===== config.mk =====
export PLATFORM = sky130hd
export DESIGN_NAME = blkxfer_engine
export DESIGN_NICKNAME = d
export VERILOG_FILES = /design/src/rtl/blkxfer_pkg.sv /design/src/rtl/blkxfer_hdr.sv /design/src/rtl/blkxfer_walk.sv /design/src/rtl/blkxfer_reply_fmt.sv /design/src/rtl/blkxfer_engine.sv
export SDC_FILE = /design/constraint.sdc
export NUM_CORES = 1
export LEC_CHECK = 0
export BUFFER_PORTS_ARGS = -buffer_cell sky130_fd_sc_hd__buf_4
export CORE_MARGIN = 1.5
export CORE_UTILIZATION = 55
export CTS_BUF_LIST = sky130_fd_sc_hd__clkbuf_4 sky130_fd_sc_hd__clkbuf_8 sky130_fd_sc_hd__clkbuf_16
export DETAILED_ROUTE_END_ITERATION = 10
export PLACE_DENSITY = 0.75
export SLEW_MARGIN = 20
export SYNTH_ARGS = -nofsm -noshare
export SYNTH_HDL_FRONTEND = slang
export SYNTH_SLANG_ARGS = --single-unit
export TNS_END_PERCENT = 1

===== constraint.sdc =====
create_clock -name clk -period 4.4 [get_ports clk]
set_input_delay 0.88 -clock clk [delete_from_list [all_inputs] [get_ports clk]]
set_output_delay 0.88 -clock clk [all_outputs]
set_load 0.01 [all_outputs]

===== src/rtl/blkxfer_pkg.sv =====
package blkxfer_pkg;

    localparam int WORD_W       = 32;
    localparam int IDX_W        = 3;
    localparam int PUT_HDR_LAST = 3;
    localparam int GET_HDR_LAST = 5;
    localparam int RPL_HDR_LAST = 4;

    typedef logic [WORD_W-1:0] word_t;
    typedef logic [IDX_W-1:0]  idx_t;

    typedef enum logic [1:0] {
        KIND_NONE,
        KIND_PUT,
        KIND_GET,
        KIND_BAD
    } kind_e;

    typedef enum logic [3:0] {
        ST_IDLE,
        ST_HDR,
        ST_PUT_DATA,
        ST_FLAG_RD,
        ST_FLAG_WR,
        ST_DROP,
        ST_RPL_HDR,
        ST_RPL_RD,
        ST_RPL_LAT,
        ST_RPL_DATA
    } state_e;

    typedef struct packed {
        word_t addr;   // deposit destination or fetch source
        word_t len;
        word_t flag;   // local counter address (deposit)
        word_t raddr;  // requester buffer address (fetch)
        word_t rflag;  // requester counter address (fetch)
        word_t node;   // requester node (fetch)
    } hdr_t;

    function automatic kind_e classify(word_t code, word_t put_code, word_t get_code);
        if (code == put_code) return KIND_PUT;
        if (code == get_code) return KIND_GET;
        return KIND_BAD;
    endfunction

endpackage


===== src/rtl/blkxfer_hdr.sv =====
module blkxfer_hdr
    import blkxfer_pkg::*;
(
    input  logic  clk,
    input  logic  rst,
    input  logic  start,
    input  logic  take,
    input  kind_e kind,
    input  word_t word,
    output hdr_t  hdr,
    output logic  last_take
);

    idx_t idx;
    idx_t last_idx;

    always_comb begin
        last_idx = (kind == KIND_GET) ? idx_t'(GET_HDR_LAST) : idx_t'(PUT_HDR_LAST);
    end

    assign last_take = take && (idx == last_idx);

    always_ff @(posedge clk) begin
        if (rst) begin
            idx <= '0;
            hdr <= '0;
        end else if (start) begin
            idx <= idx_t'(1);
        end else if (take) begin
            idx <= idx + 1'b1;
            case (idx)
                idx_t'(1): hdr.addr <= word;
                idx_t'(2): hdr.len  <= word;
                idx_t'(3): begin
                    if (kind == KIND_GET) hdr.raddr <= word;
                    else                  hdr.flag  <= word;
                end
                idx_t'(4): hdr.rflag <= word;
                idx_t'(5): hdr.node  <= word;
                default: ;
            endcase
        end
    end

endmodule


===== src/rtl/blkxfer_walk.sv =====
module blkxfer_walk
    import blkxfer_pkg::*;
(
    input  logic  clk,
    input  logic  rst,
    input  logic  load,
    input  logic  step,
    input  word_t base,
    input  word_t len,
    output word_t addr,
    output logic  at_last,
    output logic  done
);

    word_t base_q;
    word_t len_q;
    word_t cnt_q;

    always_ff @(posedge clk) begin
        if (rst) begin
            base_q <= '0;
            len_q  <= '0;
            cnt_q  <= '0;
        end else if (load) begin
            base_q <= base;
            len_q  <= len;
            cnt_q  <= '0;
        end else if (step) begin
            cnt_q <= cnt_q + word_t'(1);
        end
    end

    assign addr    = base_q + cnt_q;
    assign at_last = (cnt_q + word_t'(1)) == len_q;
    assign done    = cnt_q == len_q;

endmodule


===== src/rtl/blkxfer_reply_fmt.sv =====
module blkxfer_reply_fmt
    import blkxfer_pkg::*;
#(
    parameter word_t PUT_CODE = 32'h0000_00A1
) (
    input  idx_t  idx,
    input  word_t node,
    input  word_t raddr,
    input  word_t len,
    input  word_t rflag,
    output word_t word
);

    always_comb begin
        case (idx)
            idx_t'(0): word = node;
            idx_t'(1): word = PUT_CODE;
            idx_t'(2): word = raddr;
            idx_t'(3): word = len;
            default:   word = rflag;
        endcase
    end

endmodule


===== src/rtl/blkxfer_engine.sv =====
module blkxfer_engine
    import blkxfer_pkg::*;
#(
    parameter word_t PUT_CODE = 32'h0000_00A1,
    parameter word_t GET_CODE = 32'h0000_00B2
) (
    input  logic              clk,
    input  logic              rst,
    input  logic              in_valid,
    input  logic [WORD_W-1:0] in_data,
    input  logic              in_last,
    output logic              in_ready,
    output logic              out_valid,
    output logic [WORD_W-1:0] out_data,
    output logic              out_last,
    input  logic              out_ready,
    output logic              mem_en,
    output logic              mem_we,
    output logic [WORD_W-1:0] mem_addr,
    output logic [WORD_W-1:0] mem_wdata,
    input  logic [WORD_W-1:0] mem_rdata,
    output logic              err_pulse
);

    state_e state_q, state_d;
    kind_e  kind_q;
    kind_e  code_kind;
    idx_t   ridx_q, ridx_d;
    word_t  dq_q;
    logic   err_q;

    logic   in_fire, out_fire;
    logic   hdr_start, hdr_take, hdr_last;
    hdr_t   hdr;
    logic   walk_step;
    word_t  walk_addr;
    logic   walk_at_last, walk_done;
    word_t  fmt_word;
    logic   len_zero;

    assign in_fire   = in_valid && in_ready;
    assign out_fire  = out_valid && out_ready;
    assign code_kind = classify(in_data, PUT_CODE, GET_CODE);
    assign len_zero  = (hdr.len == '0);

    assign hdr_start = (state_q == ST_IDLE) && in_fire &&
                       ((code_kind == KIND_PUT) || (code_kind == KIND_GET));
    assign hdr_take  = (state_q == ST_HDR) && in_fire;
    assign walk_step = ((state_q == ST_PUT_DATA) && in_fire) || (state_q == ST_RPL_LAT);

    blkxfer_hdr u_hdr (
        .clk       (clk),
        .rst       (rst),
        .start     (hdr_start),
        .take      (hdr_take),
        .kind      (kind_q),
        .word      (in_data),
        .hdr       (hdr),
        .last_take (hdr_last)
    );

    blkxfer_walk u_walk (
        .clk     (clk),
        .rst     (rst),
        .load    (hdr_last),
        .step    (walk_step),
        .base    (hdr.addr),
        .len     (hdr.len),
        .addr    (walk_addr),
        .at_last (walk_at_last),
        .done    (walk_done)
    );

    blkxfer_reply_fmt #(
        .PUT_CODE (PUT_CODE)
    ) u_fmt (
        .idx   (ridx_q),
        .node  (hdr.node),
        .raddr (hdr.raddr),
        .len   (hdr.len),
        .rflag (hdr.rflag),
        .word  (fmt_word)
    );

    // Stream handshakes
    always_comb begin
        in_ready  = (state_q == ST_IDLE) || (state_q == ST_HDR) ||
                    (state_q == ST_PUT_DATA) || (state_q == ST_DROP);
        out_valid = (state_q == ST_RPL_HDR) || (state_q == ST_RPL_DATA);
        out_data  = (state_q == ST_RPL_HDR) ? fmt_word : dq_q;
        if (state_q == ST_RPL_HDR)
            out_last = (ridx_q == idx_t'(RPL_HDR_LAST)) && len_zero;
        else
            out_last = (state_q == ST_RPL_DATA) && walk_done;
    end

    // Memory port
    always_comb begin
        mem_en    = 1'b0;
        mem_we    = 1'b0;
        mem_addr  = '0;
        mem_wdata = '0;
        case (state_q)
            ST_PUT_DATA: begin
                mem_en    = in_fire;
                mem_we    = in_fire;
                mem_addr  = walk_addr;
                mem_wdata = in_data;
            end
            ST_FLAG_RD: begin
                mem_en   = 1'b1;
                mem_addr = hdr.flag;
            end
            ST_FLAG_WR: begin
                mem_en    = 1'b1;
                mem_we    = 1'b1;
                mem_addr  = hdr.flag;
                mem_wdata = mem_rdata + word_t'(1);
            end
            ST_RPL_RD: begin
                mem_en   = 1'b1;
                mem_addr = walk_addr;
            end
            default: ;
        endcase
    end

    // Sequencer
    always_comb begin
        state_d = state_q;
        ridx_d  = ridx_q;
        case (state_q)
            ST_IDLE: begin
                if (in_fire) begin
                    if (code_kind == KIND_BAD) state_d = in_last ? ST_IDLE : ST_DROP;
                    else                       state_d = ST_HDR;
                end
            end
            ST_HDR: begin
                if (hdr_last) begin
                    if (kind_q == KIND_GET) begin
                        state_d = ST_RPL_HDR;
                        ridx_d  = '0;
                    end else begin
                        state_d = len_zero ? ST_FLAG_RD : ST_PUT_DATA;
                    end
                end
            end
            ST_PUT_DATA: begin
                if (in_fire && walk_at_last) state_d = ST_FLAG_RD;
            end
            ST_FLAG_RD: state_d = ST_FLAG_WR;
            ST_FLAG_WR: state_d = ST_IDLE;
            ST_DROP: begin
                if (in_fire && in_last) state_d = ST_IDLE;
            end
            ST_RPL_HDR: begin
                if (out_fire) begin
                    if (ridx_q == idx_t'(RPL_HDR_LAST)) state_d = len_zero ? ST_IDLE : ST_RPL_RD;
                    else                                 ridx_d  = ridx_q + 1'b1;
                end
            end
            ST_RPL_RD:  state_d = ST_RPL_LAT;
            ST_RPL_LAT: state_d = ST_RPL_DATA;
            ST_RPL_DATA: begin
                if (out_fire) state_d = walk_done ? ST_IDLE : ST_RPL_RD;
            end
            default: state_d = ST_IDLE;
        endcase
    end

    always_ff @(posedge clk) begin
        if (rst) begin
            state_q <= ST_IDLE;
            kind_q  <= KIND_NONE;
            ridx_q  <= '0;
            dq_q    <= '0;
            err_q   <= 1'b0;
        end else begin
            state_q <= state_d;
            ridx_q  <= ridx_d;
            err_q   <= (state_q == ST_IDLE) && in_fire && (code_kind == KIND_BAD);
            if (hdr_start)               kind_q <= code_kind;
            if (state_q == ST_RPL_LAT)   dq_q   <= mem_rdata;
        end
    end

    assign err_pulse = err_q;

endmodule


== After elaboration in Yosys (flattened, before gate mapping) ==
Cells that the tools add are included.
Storage, ports and cells
  bits in registers: 333
  output and inout bits: 102
Cells by class
  bitwise logic cells: 2
  equality and inequality tests: 36
  add/sub/neg operators: 5
  reductions and logical operators: 36
  multiplexer cells: 36
Operator list (count)
  32-bit case mux with 2 select lines: 2
  32-bit case mux with 4 select lines: 1
  32-bit by 1-bit adder with 32-bit output (second input constant): 2
  32-bit equality test: 2
  32-bit by 8-bit equality test with 1-bit output (second input constant): 2
  4-bit case mux with 9 select lines: 1
  32-bit adder: 1
  32-bit logical NOT: 1
  32-bit two-way mux: 1
  3-bit two-way mux: 10
  4-bit two-way mux: 7
  4-bit by 3-bit equality test with 1-bit output (second input constant): 4
  3-bit by 2-bit equality test with 1-bit output (second input constant): 4
  1-bit logical AND: 12
  3-bit AND reduction: 4
  2-bit inequality test (second input constant): 5
  3-bit equality test (second input constant): 3
  4-bit by 2-bit equality test with 1-bit output (second input constant): 2
  4-bit equality test (second input constant): 2
  2-bit two-way mux: 4
  2-bit by 1-bit inequality test with 1-bit output (second input constant): 4
  4-bit AND reduction: 2
  2-bit OR reduction: 4
  1-bit two-way mux: 7
  other kinds (16): 28

== Depth between registers and ports, before layout ==
Gate-level depths: netlist (run 1).
  word-level depth: 10
  gate-level depth with buffers: 12
  depth with buffers taken out: 11

== Hierarchy ==
Synthesis (run 1) repeated with hierarchy kept, for this count alone.
Second synthesis, totals
  cells, all modules: 2287
  area total of the unflattened synthesis: 19032.0 µm²
Modules (own cells, without submodules)
  blkxfer_hdr: area each 7330.8 µm², cells an instance 837, times used 1
  blkxfer_walk: area each 6657.6 µm², cells an instance 811, times used 1
  blkxfer_engine: area each 3852.4 µm², cells an instance 517, times used 1
  blkxfer_reply_fmt: area each 1191.1 µm², cells an instance 122, times used 1

== Worst setup path after synthesis (run 1) ==
No wires, ideal clock.
  kind: reg-to-output
  start: register u_walk.cnt_q[1]
  end: output mem_addr[31]
  data required time: 3.520 ns
  arrival: 2.884 ns
  cell stages (with the launch flop): 11
  setup slack: 0.636 ns
  buffers on the path: 0
  cells stage by stage: dfxtp_1 > ha_1 > a211oi_1 > o21bai_1 > a2111oi_0 > o32ai_1 > or4_1 > a31oi_1 > a21oi_1 > xnor2_1 > o21ai_0
On the way
  word-level cells in the longest chain between the ends: 2
RTL lines
  start: declaration: RTL line blkxfer_walk.sv:17  | word_t cnt_q;
  start signal: assignment: RTL line blkxfer_walk.sv:29  | cnt_q <= cnt_q + word_t'(1);
  32-bit adder: RTL line blkxfer_walk.sv:33  | assign addr = base_q + cnt_q;
  32-bit case mux with 2 select lines: RTL line blkxfer_engine.sv:103  | case (state_q)
  end: declaration: RTL line blkxfer_engine.sv:19  | output logic [WORD_W-1:0] mem_addr,
Every way passes these cells.

== Worst setup path in the final report (run 1) ==
  start: register u_walk.cnt_q[0]
  end: output mem_addr[20]
The elaborated chain is that of the path after synthesis.

==> results of run 1 <==
## layer usage
layer  part of all wire  global-route usage
met3              0.081              0.0639
met1               0.43               0.435
met2               0.46               0.546
met5                  0                   0
met4              0.031               0.121
## cells by family (layout without fill, tap and decap cells)
kind of cell / Yosys count / count (layout)
AO/OA/AOI/OAI: 617 / 617
XOR/XNOR: 127 / 127
adder cells (fa/ha/maj): 44 / 44
buffers and inverters: 229 / 300
flip-flops: 333 / 333
multiplexers: 4 / 4
AND/OR/NAND/NOR: 1071 / 1071
## what timing repair did
| action | 4_1_cts | 5_1_grt |
|---|---|---|
| setup buffers | 1 | 2 |
| gates resized for setup | 13 | 13 |
| pin swaps | 1 | 4 |
| endpoints found under the setup margin | 8 | 8 |
## path summary, 6_finish.rpt
path                                 startpoint                 to  depth (start not counted)
worst max-delay path            u_walk.cnt_q[0]       mem_addr[20]                         11
worst min register to register   u_hdr.hdr[172]  u_walk.base_q[12]                          2
worst min-delay path             u_hdr.hdr[172]  u_walk.base_q[12]                          2
worst max register to register       state_q[0]         state_q[0]                          9
## power by group
part	leakage, uW	switching (uW)	internal (uW)	total, uW
clock	0.000609	1260	1870	3130
sequential	0.00269	71.8	3050	3120
combinational	0.00385	599	339	938
total	0.00715	1930	5260	7180
## worst reg2reg max path, delay by kind of cell, from the launching register on
kind | cells | cell delay [ns]
and+or+nand+nor | 6 | 1.71
AOI/OAI and AO/OA | 3 | 1.02
DFF | 1 | 0.74
## flip-flops by register name, indices dropped and copies added (netlist names)
name           cells
state_q            4
u_hdr.hdr        192
u_walk.cnt_q      32
u_walk.base_q     32
ridx_q             3
kind_q             2
err_pulse          1
u_hdr.idx          3
u_walk.len_q      32
dq_q              32
## per-stage QoR
stage	utilization	area (sq um)	worst slack [ns]
6_report	0.649	20100	0.0753
5_1_grt	0.649	20100	-0.0423
2_1_floorplan	-	17400	0.636
3_5_place_dp	0.606	18700	0.292
4_1_cts	0.647	20000	0.0446
3_3_place_gp	0.606	18700	0.368
## cell usage after synthesis (11+ instances only)
cell,number
a21oi_1,377
buf_2,24
o21ai_0,122
inv_1,25
nand4_1,35
nor2_1,110
a222oi_1,29
nand3_1,49
nor3_1,25
xor2_1,66
dfxtp_1,333
nand2_1,735
or3_1,15
nor4_1,20
xnor2_1,61
ha_1,43
and3_1,21
clkbuf_2,11
clkbuf_1,161
## layout make-up
| cell class | instances | area, sq um | share of cell area |
|---|---|---|---|
| well taps | 396 | 495 | 0.0247 |
| inverters | 25 | 93.8 | 0.00468 |
| clock buffers | 49 | 1060 | 0.0528 |
| clock inverters | 13 | 158 | 0.00786 |
| multi-input cells | 1863 | 9950 | 0.496 |
| repair buffers | 213 | 1620 | 0.0807 |
| flip-flops and latches | 333 | 6680 | 0.333 |
==> results.toml, run 1 <==
[logic_synthesis]
synthAdderAreaFrac = 0.0320
synth-compound-area-share = 0.201
yosysUniqueCellTypes = 66
syn_area_sq_um = 17400
syn-instance-count = 2425
avgSynthCellArea_sq_um = 7.18
synth-edff-count = 0
yosysTopAreaCell = "dfxtp_1"
synth-main-ff-cell = "dfxtp_1"
synth_warnings = 0
synth_top_family_by_area = "simple AND/OR/NAND/NOR gates"
ys_ff_latch = 333
async_flop_share = 0
yosys-top-cells-area = "dfxtp_1 (38%), nand2_1 (16%), a21oi_1 (11%), o21ai_0 (3.5%), clkbuf_1 (3.5%)"
syn_nets = 2538
yosysSeqAreaShare = 0.383
yosys.area_share.simple = 0.265
synth_mux_area_frac = 0.00244
synth_xor_area_frac = 0.0639
synth_top_area_frac = 0.383

[clock_tree]
ctsHoldBuffers = 0
clock_path_buffers = 3
htreeDepth = 2
cts_made_buffers = 37
cts_tree = "done"
cts-root-buf = "clkbuf_16"
clock_sinks = 333
path_clk_slew_ns = 0.06
worstSkewPairLatency_ns = 0.53

[power_and_ir_drop]
peakVddDrop_mv = 0.271
leakagePower_uw = 0.00715
p_total_uw = 7180
powerDensity_nw_per_um2 = 358

[floorplan]
floorplan.die_area_sq_um = 32700
fp.dieW_um = 181
core_area_sq_um = 30900
io_pins = 171
initial_core_util = 0.563
rows = 64
die_h_um = 181

[timing]
hold_viol_final = 0
slew_headroom = 0.295
whs_ns = 0.452
skew_ns = 0.0115
finalSetupViolCount = 0
drv_slew = 0
finalCriticalPeriod_ns = 4.32
fin_setup_tns_ns = 0
rsz0062_at_grt = "true"
max_freq_ghz = 0.231
timing.final.crit_share = 0.983
worstMarginPinSlew_ns = 1.05

[drt]
dr.pass1.iters = 9
viasPerCell = 5.97
drt_iter0_drc = 1760
avgRoutedWirePerCell_um = 19.4
drt-total-wl_um = 56000
route.detailed.drc = 0
antenna_left = 0
vias = 17300

[critical_path]
path_cells = "ha_2 > fa_2 > a21oi_2 > o211ai_1 > a41oi_1 > buf_4 > a21oi_1 > or3_1 > a211o_1 > a32o_1 > buf_4"
path_max_fanout = 8
cp-end-kind = "output pin"
start_kind = "register"
arrival_ns = 3.44
crit_family = "compound AO/OA/AOI/OAI gates"
worstPathRequired_ns = 3.52
cp_common_cell = "buf_4"
slowest_delay_ns = 0.42
cp.buffers_inverters = 2
path_class = "register to output pin"
crit_path_top_delay_cell = "fa_2"
reg2reg_setup_slack_ns = 0.82

[grt]
grt_start_max_net_pins = 129
grt_pass1_vias = 16300
grt_overflow = 0
grt_usage = 0.333
grt_pass1_wl_um = 87800
antenna_found_initial = 0

[run_status]
status = "complete, no violations"

[final_layout]
fin_nets = 2586
drive_above_1_share = 0.124
layout_common_cells = "nand2_1 (734), a21oi_1 (375), dfxtp_1 (327)"
layout_commonest_cell = "nand2_1"
diodes = 0
fillers = 2756
area_growth_pct = 15.2
stdcell_count = 2892

[place]
gp_congestion = 0.984
hpwl_um = 39000
port_buffers = 170
place_inst = 2827

[min_path]
hold_path_class = "register to register"

[job]
cap_viol_max_count = 0
Power figures use the tool's default switching activity.
==> inputs of run 2 (changes only) <==
- SETUP_SLACK_MARGIN: not set -> 0.15
==> run 2 against run 1 <==
Compared with the run above:
- non-clock buffer count increased by 1
- count of clock-buffer cells in the layout unchanged
- flip-flop and latch count unchanged
- wire length about the same
- critical path type unchanged
- largest power group unchanged
- total power about the same
==> results.toml, run 2 (synthesis gave the netlist of run 1 again) <==
[run_status]
status = "complete, no violations"

[floorplan]
die_h_um = 181
io_pins = 171
rows = 64
fp.dieW_um = 181
core_area_sq_um = 30900
initial_core_util = 0.563
floorplan.die_area_sq_um = 32700

[min_path]
hold_path_class = "register to register"

[timing]
slew_headroom = 0.290
worstMarginPinSlew_ns = 1.06
finalCriticalPeriod_ns = 4.18
skew_ns = 0.0144
max_freq_ghz = 0.239
drv_slew = 0
finalSetupViolCount = 0
rsz0062_at_grt = "true"
fin_setup_tns_ns = 0
timing.final.crit_share = 0.949
hold_viol_final = 0

[clock_tree]
cts_tree = "done"
cts_made_buffers = 37
htreeDepth = 2
worstSkewPairLatency_ns = 0.53
ctsHoldBuffers = 0
cts-root-buf = "clkbuf_16"
clock_sinks = 333
path_clk_slew_ns = 0.06
clock_path_buffers = 3

[final_layout]
fin_util = 0.652
largest_register = "u_hdr.hdr"
area_growth_pct = 15.7
drive_above_1_share = 0.128
largest_reg_flops = 192
layout_common_cells = "nand2_1 (734), a21oi_1 (374), dfxtp_1 (324)"
diodes = 0
layout_commonest_cell = "nand2_1"
fin_nets = 2587

[grt]
grt_overflow = 0
grt_usage = 0.334
grt_pass1_wl_um = 88000
antenna_found_initial = 0
grt_pass1_vias = 16300
grt_start_max_net_pins = 129

[drt]
vias = 17200
wl_met1_um = 23900
dr.max_layer_used = "met4"
wl_met3_um = 4740
route.detailed.drc = 0
avgRoutedWirePerCell_um = 19.4
drt-total-wl_um = 56100
viasPerCell = 5.96
antenna_left = 0
drt_iter0_drc = 1756
route.met2.wl_um = 25700
dr.pass1.iters = 6

[power_and_ir_drop]
intPower_uw = 5260
powerDensity_nw_per_um2 = 357
clockPowerShare = 0.435
power_switching_uw = 1930
p_seq_frac = 0.434
leakagePower_uw = 0.00715
swShare = 0.268
peakVddDrop_mv = 0.271
combPwrFrac = 0.131

[critical_path]
arrival_ns = 3.30
worstPathRequired_ns = 3.52
path_class = "register to output pin"
cp-end-kind = "output pin"
path_max_fanout = 3
start_kind = "register"

[place]
gp_congestion = 0.984
port_buffers = 170
hpwl_um = 39000

[job]
cap_viol_max_count = 0
-- run 2: cell types whose count changed in the layout (fill, tap and decap cells not counted), sizes merged --
| cell | delta |
|---|---|
| buf | +1 |
-- run 2: path summary, 6_finish.rpt --
path / to / cells past startpoint / from / slack, ns
setup / recovery: mem_addr[10] / 13 / u_walk.cnt_q[0] / 0.22
hold reg to reg: dq_q[3] / 2 / dq_q[3] / 0.45
hold / removal: dq_q[3] / 2 / dq_q[3] / 0.45
setup reg to reg: state_q[0] / 9 / state_q[0] / 0.81
-- run 2: final cells by class --
cell class	instances	area (sq um)
clock inverter	13	158
clock buffer	49	1060
fill	2741	10800
multi-input combinational	1863	10000
inverter	25	93.8
tap	396	495
sequential	333	6690
timing repair buffer	214	1630
-- run 2: what timing repair did --
action	in CTS	in global routing
gates resized for setup	24	17
setup endpoints to repair	11	12
hold endpoints to repair	0	0
buffers inserted	2	2
pin swaps	8	8
-- run 2: worst max-delay path, stage by stage (launching register included) --
cell,delay (ns)
dfxtp_4,0.35
ha_4,0.18
fa_2,0.43
a21oi_4,0.17
o211ai_1,0.14
buf_4,0.16
buf_4,0.13
a21o_1,0.17
a21o_1,0.20
a21o_1,0.19
a21oi_1,0.19
xor2_1,0.17
o21ai_0,0.10
buf_4,0.19
-- run 2: power groups by stage --
stage / logic [uW] / clock network (uW) / registers, uW
after floorplan: 558 / 0 / 3130
after global placement: 910 / 0 / 3180
after detailed placement: 922 / 0 / 3180
after CTS: 928 / 3150 / 3120
after global routing: 1010 / 3280 / 3120
final: 944 / 3130 / 3120
-- run 2: per-layer routing --
layer	vias to the layer above	track usage
li1	8369	-
met1	8010	0.435
met2	738	0.550
met3	116	0.0639
met4	0	0.120
met5	-	0
-- run 2: per-stage QoR --
step / std cells / hold slack, ns / area (sq um) / total power (uW) / setup WS (ns)
finish: 2893 / 0.452 / 20100 / 7180 / 0.224
global placement: 2827 / 0.439 / 18700 / 4090 / 0.368
detailed placement: 2827 / 0.446 / 18700 / 4100 / 0.292
global route: 2893 / 0.465 / 20100 / 7410 / 0.0625
CTS: 2891 / 0.454 / 20100 / 7200 / 0.145
floorplan: 2425 / 0.433 / 17400 / 3690 / 0.636
==> inputs of run 3 (changes only) <==
- SYNTH_HIERARCHICAL: not set -> 1
- TNS_END_PERCENT: 1 -> 20
==> run 3 against run 2 <==
Compared with the run above:
- total power increased by 3.2%
- global-route usage decreased by 0.93 points
- sequential power about the same
- first-iteration DRC count decreased by 13%
==> results.toml, run 3 <==
[run_status]
status = "complete, no violations"

[final_layout]
fillers = 2877
drive_above_1_share = 0.183
layout_common_cells = "nand2_1 (420), dfxtp_1 (313), buf_4 (203)"
largest_register = "u_hdr/hdr"
area_growth_pct = 14.9
layout_commonest_cell = "nand2_1"
largest_reg_flops = 192
fin_nets = 2477
diodes = 0

[power_and_ir_drop]
leakagePower_uw = 0.00810
p_total_uw = 7410
peakVddDrop_mv = 0.282
powerDensity_nw_per_um2 = 339

[logic_synthesis]
async_flop_share = 0
synth_common_cells = "nand2_1 (422), dfxtp_1 (333), a21oi_1 (208)"
yosysMostFrequentCell = "nand2_1"
synthAdderAreaFrac = 0.0273
synth-main-ff-cell = "dfxtp_1"
yosys-top-cells-area = "dfxtp_1 (35%), nand2_1 (8.3%), mux2i_1 (7.3%), a21oi_1 (5.5%), xnor2_1 (3.5%)"
ys_ff_latch = 333
synth_top_area_frac = 0.350
synth_mux_area_frac = 0.114
avgSynthCellArea_sq_um = 8.32
syn_area_sq_um = 19000
synth_warnings = 6
synth_xor_area_frac = 0.0621
yosys.area_share.simple = 0.250
synth-compound-area-share = 0.140
yosysUniqueCellTypes = 85
synth_top_family_by_area = "simple AND/OR/NAND/NOR gates"
synth-edff-count = 0
syn-instance-count = 2287
syn_nets = 2397
yosysSeqAreaShare = 0.350
yosysTopAreaCell = "dfxtp_1"

[timing]
timing.final.crit_share = 0.967
worstMarginPinSlew_ns = 0.948
fin_setup_tns_ns = 0
finalCriticalPeriod_ns = 4.25
finalSetupViolCount = 0
skew_ns = 0.0260
whs_ns = 0.452
drv_slew = 0
rsz0062_at_grt = "true"
max_freq_ghz = 0.235
slew_headroom = 0.368
hold_viol_final = 0

[grt]
antenna_found_initial = 0
grt-busiest-layer = "met2"
grt_util_met1 = 0.421
grt_pass1_vias = 16500
grt_start_max_net_pins = 146
grt_usage = 0.324
gr-usage-met3 = 0.0335
grt_pass1_wl_um = 92100
grt_overflow = 0
met2_usage = 0.543

[drt]
vias = 17200
route.detailed.drc = 0
drt_iter0_drc = 1536
avgRoutedWirePerCell_um = 21.1
antenna_left = 0
dr.pass1.iters = 6
viasPerCell = 6.06
drt-total-wl_um = 59900

[critical_path]
path_max_fanout = 7
worstPathRequired_ns = 3.52
cp-end-kind = "output pin"
arrival_ns = 3.37
path_class = "register to output pin"
start_kind = "register"

[place]
hpwl_um = 42300
port_buffers = 170
gp_congestion = 0.952

[floorplan]
initial_core_util = 0.563
rows = 67
die_h_um = 189
floorplan.die_area_sq_um = 35700
fp.dieW_um = 189
core_area_sq_um = 33800
io_pins = 171

[clock_tree]
clock_sinks = 333
ctsHoldBuffers = 0
cts-root-buf = "clkbuf_16"
clock_path_buffers = 3
htreeDepth = 2
path_clk_slew_ns = 0.06
cts_made_buffers = 37
cts_tree = "done"
worstSkewPairLatency_ns = 0.54

[min_path]
hold_path_class = "register to register"

[job]
cap_viol_max_count = 0
==> run 3: changes by cell type in the layout (fill, tap and decap cells not counted), sizes merged, moves of 37 or more <==
cell    before  now
mux2         2   62
nand2      735  422
a21oi      377  208
o21ai      122   74
nand2b       7  106
nor2       110  147
mux2i        2  138
==> run 3: worst max-delay path, cell delays in order, from the launching register on <==
cell       delay (ns)
dfxtp_2          0.38
ha_4             0.30
o211ai_1         0.12
o21a_2           0.28
a211o_4          0.38
a21oi_4          0.22
o41ai_2          0.11
buf_4            0.16
o21ai_2          0.16
mux2i_1          0.09
a2111oi_1        0.32
a22o_1           0.19
buf_4            0.13
==> run 3: per-layer routing <==
layer | up-vias | wire (um) | part of all wire
met3 | 120 | 3470 | 0.058
met1 | 8292 | 25100 | 0.42
li1 | 8137 | - | -
met4 | 0 | 2700 | 0.045
met2 | 677 | 28600 | 0.48
met5 | - | 0 | 0
==> run 3: cell type report <==
class	count	area (sq um)	share of cell area
sequential	333	6700	0.306
multi-input combinational	1756	11600	0.531
clock inverter	15	181	0.00829
inverter	32	120	0.00549
clock buffer	51	1090	0.0497
tap	448	561	0.0256
timing repair buffer	207	1600	0.0730
==> run 3: power by group <==
group	switching, uW	total (uW)	internal (uW)
sequential	74.1	3110	3040
combinational	673	1080	410
clock	1300	3220	1920
total	2050	7410	5360
==> run 3: kinds of logic (layout without fill, tap and decap cells) <==
family | Yosys count | after routing
simple gates | 951 | 951
fa+ha+maj | 41 | 41
flops | 333 | 333
mux | 200 | 200
buf+inv | 198 | 305
xor+xnor | 135 | 135
compound gates | 429 | 429
==> run 3: path summary, 6_finish.rpt <==
| path | slack, ns | cells past startpoint | end | start |
|---|---|---|---|---|
| setup / recovery | 0.15 | 12 | mem_addr[31] | u_walk/cnt_q[2] |
| hold / removal | 0.45 | 2 | u_hdr/hdr[14] | u_hdr/hdr[14] |
| setup reg to reg | 0.32 | 14 | state_q[0] | u_walk/cnt_q[1] |
| hold reg to reg | 0.45 | 2 | u_hdr/hdr[14] | u_hdr/hdr[14] |
==> run 3: repair_timing <==
action / 4_1_cts / 5_1_grt
cloned: 0 / 0
pin swaps: 7 / 10
resized for setup: 30 / 49
setup buffers: 1 / 1
setup endpoints to repair: 13 / 13
hold endpoints to repair: 0 / 0
==> run 3: through the flow <==
stage                util  setup WS (ns)  cell area, sq um  cells
floorplan               -          0.765             19000   2287
global placement    0.601          0.193             20300   2774
detailed placement  0.601         0.0560             20300   2774
CTS                 0.642          0.105             21700   2841
global route        0.647         0.0627             21900   2842
finish              0.647          0.147             21900   2842
